File: config.mk
export PLATFORM = sky130hd
export DESIGN_NAME = sync_reset_sequencer
export DESIGN_NICKNAME = d
export VERILOG_FILES = /design/src/rtl/rsq_pkg.sv /design/src/rtl/rsq_sync.sv /design/src/rtl/rsq_ctrl.sv /design/src/rtl/rsq_status.sv /design/src/rtl/sync_reset_sequencer.sv
export SDC_FILE = /design/constraint.sdc
export NUM_CORES = 1
export LEC_CHECK = 0
export BUFFER_PORTS_ARGS = -buffer_cell sky130_fd_sc_hd__buf_2
export CAP_MARGIN = 20
export CORE_MARGIN = 10
export CORE_UTILIZATION = 50
export DETAILED_ROUTE_END_ITERATION = 10
export MAX_ROUTING_LAYER = met4
export PLACE_DENSITY = 0.7
export SLEW_MARGIN = 15
export SYNTH_ARGS = -nofsm -noshare
export SYNTH_HDL_FRONTEND = slang
export SYNTH_SLANG_ARGS = --single-unit
File: constraint.sdc
create_clock -name clk -period 3.75 [get_ports clk]
set_input_delay 0.375 -clock clk [delete_from_list [all_inputs] [get_ports clk]]
set_output_delay 0.375 -clock clk [all_outputs]
set_load 0.02 [all_outputs]
File: src/rtl/rsq_pkg.sv
package rsq_pkg;
    typedef enum logic [2:0] {
        RS_IDLE,
        RS_QUAL,
        RS_SYNC,
        RS_SEQ,
        RS_POST,
        RS_HOLD,
        RS_REL
    } rsq_state_e;

    function automatic int rsq_max(input int a, input int b);
        return (a > b) ? a : b;
    endfunction
endpackage

File: src/rtl/rsq_sync.sv
module rsq_sync #(
    parameter int STAGES = 2
) (
    input  logic clk,
    input  logic por_n,
    input  logic d_in,
    output logic d_out
);
    logic [STAGES-1:0] pipe_q;

    always_ff @(posedge clk or negedge por_n) begin
        if (!por_n) pipe_q <= '1;
        else        pipe_q <= {pipe_q[STAGES-2:0], d_in};
    end

    assign d_out = pipe_q[STAGES-1];
endmodule

File: src/rtl/rsq_ctrl.sv
module rsq_ctrl
    import rsq_pkg::*;
#(
    parameter int QUAL_TICKS = 4,
    parameter int SYNC_MAX   = 12,
    parameter int SEQ_TICKS  = 1024,
    parameter int SAMPLE_DLY = 8,
    parameter int REL_TICKS  = 3
) (
    input  logic clk,
    input  logic por_n,
    input  logic req_hi,
    input  logic int_busy,
    output logic sys_rst,
    output logic bus_abort,
    output logic in_seq,
    output logic seq_end,
    output logic sample_evt,
    output logic cfg_transparent
);
    localparam int MAXV  = rsq_max(rsq_max(rsq_max(QUAL_TICKS, SYNC_MAX),
                                   rsq_max(SEQ_TICKS, SAMPLE_DLY)), REL_TICKS);
    localparam int CNT_W = $clog2(MAXV + 1);

    localparam logic [CNT_W-1:0] QUAL_LAST = CNT_W'(QUAL_TICKS - 1);
    localparam logic [CNT_W-1:0] SYNC_LAST = CNT_W'(SYNC_MAX - 1);
    localparam logic [CNT_W-1:0] SEQ_LAST  = CNT_W'(SEQ_TICKS - 1);
    localparam logic [CNT_W-1:0] POST_LAST = CNT_W'(SAMPLE_DLY - 1);
    localparam logic [CNT_W-1:0] REL_LAST  = CNT_W'(REL_TICKS - 1);

    rsq_state_e       state_q, state_d;
    logic [CNT_W-1:0] cnt_q, cnt_d;

    // state register
    always_ff @(posedge clk or negedge por_n) begin
        if (!por_n) begin
            state_q <= RS_IDLE;
            cnt_q   <= '0;
        end else begin
            state_q <= state_d;
            cnt_q   <= cnt_d;
        end
    end

    // transitions
    always_comb begin
        state_d = state_q;
        cnt_d   = cnt_q + 1'b1;
        unique case (state_q)
            RS_IDLE: begin
                cnt_d = '0;
                if (!req_hi) begin
                    state_d = RS_QUAL;
                    cnt_d   = CNT_W'(1);
                end
            end
            RS_QUAL: begin
                if (req_hi) begin
                    state_d = RS_IDLE;
                    cnt_d   = '0;
                end else if (cnt_q == QUAL_LAST) begin
                    state_d = RS_SYNC;
                    cnt_d   = '0;
                end
            end
            RS_SYNC: begin
                if (!int_busy || cnt_q == SYNC_LAST) begin
                    state_d = RS_SEQ;
                    cnt_d   = '0;
                end
            end
            RS_SEQ: begin
                if (cnt_q == SEQ_LAST) begin
                    state_d = RS_POST;
                    cnt_d   = '0;
                end
            end
            RS_POST: begin
                if (cnt_q == POST_LAST) begin
                    state_d = req_hi ? RS_IDLE : RS_HOLD;
                    cnt_d   = '0;
                end
            end
            RS_HOLD: begin
                cnt_d = '0;
                if (req_hi) state_d = RS_REL;
            end
            RS_REL: begin
                if (cnt_q == REL_LAST) begin
                    state_d = RS_IDLE;
                    cnt_d   = '0;
                end
            end
            default: begin
                state_d = RS_IDLE;
                cnt_d   = '0;
            end
        endcase
    end

    // outputs
    always_comb begin
        sys_rst         = 1'b0;
        bus_abort       = 1'b0;
        in_seq          = 1'b0;
        seq_end         = 1'b0;
        sample_evt      = 1'b0;
        cfg_transparent = 1'b0;
        unique case (state_q)
            RS_IDLE, RS_QUAL: ;
            RS_SYNC: bus_abort = (cnt_q == '0);
            RS_SEQ: begin
                sys_rst = 1'b1;
                in_seq  = 1'b1;
                seq_end = (cnt_q == SEQ_LAST);
            end
            RS_POST: begin
                sys_rst    = 1'b1;
                sample_evt = (cnt_q == POST_LAST);
            end
            RS_HOLD, RS_REL: cfg_transparent = 1'b1;
            default: ;
        endcase
    end
endmodule

File: src/rtl/rsq_status.sv
module rsq_status (
    input  logic clk,
    input  logic por_n,
    input  logic req_hi,
    input  logic accept,
    input  logic sample_evt,
    input  logic seq_end,
    input  logic bidir_set,
    output logic long_flag,
    output logic short_flag,
    output logic done,
    output logic bidir_en
);
    always_ff @(posedge clk or negedge por_n) begin
        if (!por_n) begin
            long_flag  <= 1'b0;
            short_flag <= 1'b0;
            done       <= 1'b0;
        end else begin
            done <= sample_evt;
            if (accept) begin
                long_flag  <= 1'b0;
                short_flag <= 1'b0;
            end else if (sample_evt) begin
                long_flag  <= !req_hi;
                short_flag <= req_hi;
            end
        end
    end

    always_ff @(posedge clk or negedge por_n) begin
        if (!por_n)         bidir_en <= 1'b0;
        else if (seq_end)   bidir_en <= 1'b0;
        else if (bidir_set) bidir_en <= 1'b1;
    end
endmodule

File: src/rtl/sync_reset_sequencer.sv
module sync_reset_sequencer #(
    parameter int QUAL_TICKS = 4,
    parameter int SYNC_MAX   = 12,
    parameter int SEQ_TICKS  = 1024,
    parameter int SAMPLE_DLY = 8,
    parameter int REL_TICKS  = 3
) (
    input  logic clk,
    input  logic por_n,
    input  logic rst_in_n,
    input  logic int_busy,
    input  logic bidir_set,
    output logic sys_rst,
    output logic bus_abort,
    output logic pin_pull_low,
    output logic cfg_transparent,
    output logic long_flag,
    output logic short_flag,
    output logic done,
    output logic bidir_en
);
    logic req_hi;
    logic in_seq;
    logic seq_end;
    logic sample_evt;

    rsq_sync #(.STAGES(2)) u_sync (
        .clk   (clk),
        .por_n (por_n),
        .d_in  (rst_in_n),
        .d_out (req_hi)
    );

    rsq_ctrl #(
        .QUAL_TICKS (QUAL_TICKS),
        .SYNC_MAX   (SYNC_MAX),
        .SEQ_TICKS  (SEQ_TICKS),
        .SAMPLE_DLY (SAMPLE_DLY),
        .REL_TICKS  (REL_TICKS)
    ) u_ctrl (
        .clk             (clk),
        .por_n           (por_n),
        .req_hi          (req_hi),
        .int_busy        (int_busy),
        .sys_rst         (sys_rst),
        .bus_abort       (bus_abort),
        .in_seq          (in_seq),
        .seq_end         (seq_end),
        .sample_evt      (sample_evt),
        .cfg_transparent (cfg_transparent)
    );

    rsq_status u_status (
        .clk        (clk),
        .por_n      (por_n),
        .req_hi     (req_hi),
        .accept     (bus_abort),
        .sample_evt (sample_evt),
        .seq_end    (seq_end),
        .bidir_set  (bidir_set),
        .long_flag  (long_flag),
        .short_flag (short_flag),
        .done       (done),
        .bidir_en   (bidir_en)
    );

    assign pin_pull_low = bidir_en & in_seq;
endmodule

# After elaboration in Yosys (flattened, before gate mapping)

Index checks and enable logic that the tools add are counted.

$add $sub $neg: 1
Eq/ne operators: 18
Muxes and demuxes: 30
Bitwise operators: 1
Reductions and logical operators: 10

Operators with widths:

| cell                                                   | count |
|---|---|
| 2-to-1 mux 11 bit                                      | 6 |
| one-hot mux 11 bit (6 select lines)                    | 1 |
| 2-to-1 mux 3 bit                                       | 9 |
| equality test 11 x 2 -> 1 bit (second input constant)  | 2 |
| one-hot mux 3 bit (7 select lines)                     | 1 |
| 2-to-1 mux 1 bit                                       | 13 |
| adder 11 x 1 -> 11 bit (second input constant)         | 1 |
| equality test 11 x 10 -> 1 bit (second input constant) | 1 |
| equality test 11 x 3 -> 1 bit (second input constant)  | 1 |
| equality test 11 x 4 -> 1 bit (second input constant)  | 1 |
| logical NOT 11 bit                                     | 1 |
| equality test 3 bit (second input constant)            | 3 |
| != test 2 x 1 -> 1 bit (second input constant)         | 4 |
| AND reduction 7 bit                                    | 1 |
| equality test 3 x 2 -> 1 bit (second input constant)   | 2 |
| != test 2 bit (second input constant)                  | 2 |
| nonzero test 2 bit                                     | 2 |
| OR reduction 2 bit                                     | 2 |
| equality test 3 x 1 -> 1 bit (second input constant)   | 1 |
| logical NOT 3 bit                                      | 1 |
| != test 3 x 2 -> 1 bit (second input constant)         | 1 |
| logical NOT 1 bit                                      | 2 |
| bitwise AND 1 bit                                      | 1 |
| logical OR 1 bit                                       | 1 |

Flip-flop bits (word level): 20
Input port bits: 5
Output and inout port bits: 8
Logic and storage cells: 67

# Depth between registers and ports, before layout

Gate-level depths: netlist (run 1).

Depth after elaboration: 4
Gate-level depth with buffers: 8
Mapped depth without buffers: 7

# Modules after synthesis

From an unflattened synthesis (run 1), not the netlist that was laid out.

Cell total of the unflattened synthesis: 115
Area total of the unflattened synthesis: 1,098.6 um^2

By module, submodules not included:

| module               | times used | cells an instance | area each (um^2) | sequential area each (um^2) |
|---|---|---|---|---|
| rsq_ctrl             | 1          | 101               | 895.9            | 350.3 |
| rsq_status           | 1          | 11                | 143.9            | 100.1 |
| rsq_sync             | 1          | 2                 | 52.6             | 52.6 |
| sync_reset_sequencer | 1          | 1                 | 6.3              | 0.0 |

# Worst setup path after synthesis (run 1)

Ideal clock, no wire load.

Kind: register to register
Start point: reg u_ctrl.cnt_q[1]
End point: reg u_ctrl.state_q[0]
Setup time: 125 ps
Arrival time: 1,685 ps
Data required time: 3,625 ps
Slack: 1,940 ps
Cell stages (with the launch flop): 7
Buffers on the path: 0
Clock period less this slack: 1,810 ps
Cells stage by stage: dfrtp_1 > ha_1 > nand3_1 > nor4_2 > o2bb2ai_1 > nor2b_4 > mux2_2

Cells in the longest elaborated chain, start to end: 4
Elaborated cells between the ends (all ways): 12
Classes of those cells: eq/ne: 10; reduce/logical: 2

RTL lines:

| item                             | line           | RTL |
|---|---|---|
| start, declared                  | rsq_ctrl.sv:32 | `logic [CNT_W-1:0] cnt_q, cnt_d;` |
| start signal, assigned           | rsq_ctrl.sv:41 | `cnt_q <= cnt_d;` |
| equality test 11 x 4 -> 1 bit    | rsq_ctrl.sv:67 | `if (!int_busy \|\| cnt_q == SYNC_LAST) begin` |
| logical OR 1 bit                 | rsq_ctrl.sv:67 |  |
| != test 2 x 1 -> 1 bit (no line) | n/a            |  |
| AND reduction 7 bit (no line) *  | n/a            |  |
| end signal, assigned             | rsq_ctrl.sv:40 | `state_q <= state_d;` |
| end, declared                    | rsq_ctrl.sv:31 | `rsq_state_e state_q, state_d;` |

Mark *: on every way between the ends. The rest lies on a longest branch, timed or not.
A chain may end at the register's enable or synchronous reset.

# Worst setup path in the final report (run 1)

Start point: reg u_ctrl.cnt_q[2]
End point: reg u_ctrl.state_q[0]

Same word-level chain as after synthesis.

==> flow_metrics.env, run 1 <==
export IMPL_pwr_density_cell_nw_per_um2=603.9
export IMPL_yosysSeqAreaShare_pct=43.84
export IMPL_min_period_ns=2.203
export IMPL_endpoint_kind="flop"
export IMPL_cts_max_path_buffers=2
export IMPL_rsz0062_at_grt="no"
export IMPL_cp_data_arrival_time_ns=2.39
export IMPL_via_per_inst=5.483
export IMPL_fin_skew_ns=0.002490
export IMPL_postRouteAntennaNets=0
export IMPL_cts_resized=0
export IMPL_vias=817
export IMPL_grt_antenna_before_repair=0
export IMPL_syn_num_nets=119
export IMPL_synth_cell_types=42
export IMPL_leakagePower_nw=0.5812
export IMPL_coreArea_um2=2191
export IMPL_htreeDepth=1
export IMPL_cts_hold_buffers=0
export IMPL_dieHeight_um=67.91
export IMPL_first_pass_iters=4
export IMPL_drv_cap=0
export IMPL_grt_ovfl_total=0
export IMPL_antennaDiodeCount=0
export IMPL_io_pins=13
export IMPL_maxSlewViolCount=0
export IMPL_max_slew_margin_pct=70.91
export IMPL_tns_ns=0
export IMPL_synth_edf_count=0
export IMPL_yosys_area_top_type_share_pct=39.26
export IMPL_peakVddDrop_mv=0.3741
export IMPL_start_util_pct=52.37
export IMPL_wl_per_cell_um=14.83
export IMPL_max_freq_ghz=0.4540
export IMPL_die_area_um2=4611
export IMPL_io_buffers=12
export IMPL_finalHoldViolCount=0
export IMPL_fillers=189
export IMPL_crit_fanout=13
export IMPL_critPathRequiredTime_ns=3.94
export IMPL_yosysTopAreaCell="dfrtp_1"
export IMPL_synth_area_top_cells="dfrtp_1 (39%), nor2_1 (5.9%), dfstp_2 (4.6%)"
export IMPL_nNetsFinal=131
export IMPL_drive_gt1_share_pct=21.49
export IMPL_hpwl_um=1639
export IMPL_postLayoutCoreUtil_pct=56.14
export IMPL_worst_pin_slew_ns=0.4363
export IMPL_cts_tree="done"
export IMPL_setup_viol=0
export IMPL_synth_seq_cells=20
export IMPL_grt_first_pass_wirelength_um=3781
export IMPL_grt_pass1_vias=843
export IMPL_die_w_um=67.91
export IMPL_rows=17
export IMPL_route_detailed_drc=0
export IMPL_cts_sinks=20
export IMPL_start_kind="flop"
export IMPL_cts_setup_buffers=0
export IMPL_gp_congestion=0.7970
export IMPL_numCtsBuffers=3
export IMPL_syn_inst=110
export IMPL_async_flop_share_pct=100.0
export IMPL_path_clk_slew_ns=0.11
export IMPL_critPathKind="reg2reg"
export IMPL_area_growth_pct=7.197
export IMPL_avgSynthCellArea_um2=10.43
export IMPL_drtIter0Drc=58
export IMPL_grt_max_degree=21
export IMPL_status="complete, no violations"
export IMPL_syn_area_um2=1147
export IMPL_wirelength_um=2210
export IMPL_synth_ff_type="dfrtp_1"
export IMPL_synth_common_cells="dfrtp_1 (18), nor2_1 (18), nand2_1 (6)"
export IMPL_fin_crit_sh_pct=58.74
export IMPL_grt_usage_pct=10.84
export IMPL_clk_latency_ns=0.29
export IMPL_yosys_warnings=0
export IMPL_cts_root_buf="clkbuf_4"
export IMPL_hp_class="in2async"
path summary, 6_finish.rpt:
kind	end	depth (start not counted)	slack [ns]	startpoint
setup / recovery	u_ctrl.state_q[0]$_DFFE_PN0P_	5	1.55	u_ctrl.cnt_q[2]$_DFF_PN0_
setup reg to reg	u_ctrl.state_q[0]$_DFFE_PN0P_	5	1.55	u_ctrl.cnt_q[2]$_DFF_PN0_
hold / removal	u_status.bidir_en$_DFFE_PN0P_	1	0.002	por_n
hold reg to reg	u_sync.pipe_q[1]$_DFF_PN1_	0	0.36	u_sync.pipe_q[0]$_DFF_PN1_
min in group clk	u_sync.pipe_q[0]$_DFF_PN1_	1	0.16	rst_in_n
max in group asynchronous	u_sync.pipe_q[0]$_DFF_PN1_	1	3.42	por_n
cells in the final DEF (no fill, tap or decap), drive strengths merged, types with 2 or more instances in the layout:
cell,n
nor2b,2
clkbuf,4
nand2b,3
inv,5
xnor2,3
nand3,3
o21ai,4
and4,3
and3,2
dfrtp,18
xor2,4
dfstp,2
a21oi,3
nor2,18
and3b,2
mux2i,3
nand2,6
buf,12
nor4,4
ha,4
state kept, by name (all words and copies together) (netlist names):
register             count
u_status.short_flag      1
u_status.long_flag       1
u_sync.pipe_q            2
u_status.bidir_en        1
u_ctrl.cnt_q            11
u_status.done            1
u_ctrl.state_q           3
metrics by stage:
step / instance area (µm²) / power (W) / setup WS, ns / hold slack, ns / instances
after floorplan: 1147 / 0.0005938 / 1.940 / 0.07941 / 110
after global placement: 1204 / 0.0006342 / 1.687 / 0.3410 / 145
final: 1230 / 0.0007427 / 1.547 / 0.001827 / 149
after detailed placement: 1204 / 0.0006426 / 1.580 / 0.3475 / 145
after global routing: 1230 / 0.0008064 / 1.372 / 0.01988 / 149
after CTS: 1230 / 0.0007495 / 1.565 / 0.01605 / 149
routing by layer:
layer / up-vias / wire length [µm] / track usage [%]
li1: 409 / - / -
met3: 2 / 164 / 3.752
met1: 391 / 959 / 11.49
met2: 15 / 1062 / 17.96
met5: - / 0 / -
met4: 0 / 23 / 4.774
cell type report:
class,instances,area (µm²),area share [%]
Clock buffer,4,26.28,2.136
Inverter,5,18.77,1.526
Multi-Input combinational cell,80,586.8,47.71
Sequential cell,20,503.0,40.90
Tap cell,28,35.03,2.848
Timing Repair Buffer,12,60.06,4.883
critical path, cell delays in order (launching register included):
cell and delay [ns]:
dfrtp_1 0.55, nand3_1 0.24, nor4_2 0.37, o2bb2ai_1 0.20
nor2b_4 0.36, mux2_2 0.38
cells by family (layout without fill, tap and decap cells):
kind of cell             count (synthesis)  count (layout)  synth area share, %
XOR/XNOR                                 7               7                5.344
flip-flops                              20              20                43.84
AO/OA/AOI/OAI                           17              17                11.78
AND/OR/NAND/NOR                         48              48                26.06
adder cells (fa/ha/maj)                  4               4                4.362
buffers and inverters                   10              21                5.016
multiplexers                             4               4                3.599
report_power, final:
group	internal, W	switching (W)	leakage [nW]
clock network	0.0000414	0.0000643	0.0150
logic	0.000133	0.000183	0.305
registers	0.000251	0.0000695	0.261
total	0.000426	0.000317	0.581
Note: power is estimated with default switching activity, not from simulation.
==> run 2: changes to the inputs <==
ABC_AREA = 1   (was unset)
PLACE_DENSITY = 0.72   (was 0.7)
clock period = 1.8 ns   (was 3.75 ns; I/O delays follow)
==> flow_metrics.env, run 2 <==
export IMPL_hp_class="in2reg"
export IMPL_synth_area_top_cells="dfrtp_1 (38%), nand2_1 (11%), nor2_1 (9.2%)"
export IMPL_via_per_inst=5.009
export IMPL_min_period_ns=1.709
export IMPL_final_cell_count_no_fill=214
export IMPL_synth_seq_cells=20
export IMPL_gp_congestion=0.8759
export IMPL_status="complete, no violations"
export IMPL_vias=1072
export IMPL_syn_area_um2=1189
export IMPL_top_register="u_ctrl.cnt_q"
export IMPL_yosysTopAreaCell="dfrtp_1"
export IMPL_peakVddDrop_mv=0.7655
export IMPL_endpoint_kind="output pin"
export IMPL_cts_sinks=20
export IMPL_fin_skew_ns=0.002930
export IMPL_grt_first_pass_wirelength_um=4395
export IMPL_area_growth_pct=20.21
export IMPL_first_pass_iters=4
export IMPL_setup_viol=0
export IMPL_wirelength_um=2700
export IMPL_critPathKind="reg2out"
export IMPL_rsz0062_at_grt="yes"
export IMPL_final_cell_mix="nand2_1 (34), nor2_1 (28), inv_1 (21)"
export IMPL_leakagePower_nw=0.7436
export IMPL_place_area_um2=1284
export IMPL_hpwl_um=1824
export IMPL_cpPeakStageDelay_ns=0.45
export IMPL_die_w_um=68.76
export IMPL_layout_commonest_cell="nand2_1"
export IMPL_drive_gt1_share_pct=22.58
export IMPL_crit_buf_inv=2
export IMPL_max_freq_ghz=0.5852
export IMPL_antennaDiodeCount=0
export IMPL_route_detailed_drc=0
export IMPL_place_inst=200
export IMPL_numCtsBuffers=3
export IMPL_drtIter0Drc=71
export IMPL_start_util_pct=53.22
export IMPL_yosys_area_top_type_share_pct=37.89
export IMPL_cp_data_arrival_time_ns=1.53
export IMPL_wl_per_cell_um=12.62
export IMPL_critPathTopFamily="simple AND/OR/NAND/NOR gates"
export IMPL_syn_inst=160
export IMPL_grt_pass1_vias=969
export IMPL_synth_cell_types=24
export IMPL_grt_max_degree=21
export IMPL_coreArea_um2=2233
export IMPL_start_kind="flop"
export IMPL_grt_usage_pct=12.35
export IMPL_fin_area_um2=1429
export IMPL_largest_reg_flops=11
export IMPL_htreeDepth=1
export IMPL_syn_num_nets=169
export IMPL_io_buffers=12
export IMPL_nNetsFinal=196
export IMPL_whs_ns=0.1042
export IMPL_critPathRequiredTime_ns=1.62
export IMPL_worst_pin_slew_ns=0.4489
export IMPL_synth_ff_type="dfrtp_1"
export IMPL_synth_common_cells="nand2_1 (36), nor2_1 (29), inv_1 (24)"
export IMPL_cts_root_buf="clkbuf_4"
export IMPL_grt_antenna_before_repair=0
export IMPL_fin_crit_sh_pct=94.93
export IMPL_clk_latency_ns=0.31
export IMPL_yosysSeqAreaShare_pct=42.32
export IMPL_maxSlewViolCount=0
export IMPL_dieHeight_um=68.76
export IMPL_synth_most_common_cell="nand2_1"
export IMPL_tns_ns=0
export IMPL_finalHoldViolCount=0
export IMPL_top_regs="u_ctrl.cnt_q x11, u_ctrl.state_q x3, u_sync.pipe_q x2"
export IMPL_max_slew_margin_pct=70.08
export IMPL_path_clk_slew_ns=0.11
export IMPL_io_pins=13
export IMPL_cts_tree="done"
export IMPL_cp_slowest_cell="dfrtp_1"
export IMPL_avgSynthCellArea_um2=7.429
export IMPL_crit_fanout=5
export IMPL_rows=17
export IMPL_synth_edf_count=0
export IMPL_async_flop_share_pct=100.0
export IMPL_die_area_um2=4727
export IMPL_postRouteAntennaNets=0
export IMPL_drv_cap=0
export IMPL_grt_ovfl_total=0
export IMPL_yosys_warnings=0
export IMPL_cts_max_path_buffers=2
export IMPL_crit_chain="inv_1 > nor3_1 > or2_2 > buf_2"
export IMPL_pwr_density_cell_nw_per_um2=1251
## run 2: cell count changes after synthesis, sizes merged, moves of 3 or more
cell,change
nor4,-4
o21ai,+3
nand2,+31
nand2b,-3
and4,-3
nand3,+13
nor3,+5
nor2,+14
buf,-4
mux2i,-3
inv,+19
## run 2: kinds of logic (layout without fill, tap and decap cells)
family	count (synthesis)	in the layout	share of synthesized area [%]
simple gates	95	96	36.32
buf+inv	24	49	7.579
flops	20	20	42.32
compound gates	12	12	5.895
xor+xnor	5	5	3.685
fa+ha+maj	4	4	4.211
## run 2: timing repair
action | 4_1_cts | 5_1_grt
buffers inserted | 0 | 7
gates resized for setup | 2 | 9
pin swaps | 0 | 5
hold buffers | 2 | 0
cloned | 0 | 1
endpoints found under the hold margin | 19 | 0
endpoints found under the setup margin | 1 | 13
## run 2: metal layers
layer / part of all wire [%] / up-vias / routed length (µm) / track usage (%)
met5: 0 / - / 0 / -
met4: 2.3 / 0 / 63 / 4.433
met3: 5.4 / 7 / 147 / 2.415
met2: 46 / 29 / 1231 / 17.97
met1: 47 / 481 / 1258 / 16.63
li1: - / 555 / - / -
## run 2: where the power goes
group / switching, W / leakage, nW / total [W] / internal, W
sequential: 0.0000781 / 0.258 / 0.000605 / 0.000527
clock: 0.000142 / 0.0210 / 0.000266 / 0.000124
combinational: 0.000580 / 0.464 / 0.000917 / 0.000337
total: 0.000801 / 0.744 / 0.00179 / 0.000988
## run 2: final timing paths
path                            slack (ns)                            end  cells after the start                     startpoint
worst min register to register        0.37     u_sync.pipe_q[1]$_DFF_PN1_                      0     u_sync.pipe_q[0]$_DFF_PN1_
max in group asynchronous             1.13     u_sync.pipe_q[1]$_DFF_PN1_                      2                          por_n
worst max register to register        0.11  u_ctrl.state_q[0]$_DFFE_PN0P_                     12      u_ctrl.cnt_q[0]$_DFF_PN0_
worst max-delay path                  0.09                cfg_transparent                      4  u_ctrl.state_q[1]$_DFFE_PN0P_
worst min-delay path                  0.10  u_status.bidir_en$_DFFE_PN0P_                      2                      bidir_set
min in group asynchronous             0.33     u_ctrl.cnt_q[10]$_DFF_PN0_                      2                          por_n
## run 2: worst reg2reg max path, cell delays in order, from the launching register on
cell     delay [ns]
dfrtp_1        0.42
inv_2          0.08
buf_4          0.10
ha_1           0.14
nand3_1        0.08
nor2_1         0.13
nand2_1        0.11
nand2_2        0.11
nand2_1        0.11
nor2_4         0.12
nand2_1        0.08
nand2_1        0.06
nand2_1        0.05
## run 2: area by class of cell
type / count / area, µm²
Fill cell: 211 / 804.5
Clock buffer: 4 / 36.28
Multi-Input combinational cell: 117 / 629.4
Inverter: 24 / 90.09
Tap cell: 28 / 35.03
Sequential cell: 20 / 503.0
Timing Repair Buffer: 21 / 135.1
## run 2: per-stage QoR
stage	utilization, %	setup slack (ns)	total power, W
3_5_place_dp	57.48	0.1514	0.001371
5_1_grt	63.98	-0.07315	0.001942
3_3_place_gp	57.48	0.1695	0.001364
4_1_cts	60.34	0.01201	0.001656
2_1_floorplan	-	0.3352	0.001183
6_report	63.98	0.09120	0.001788
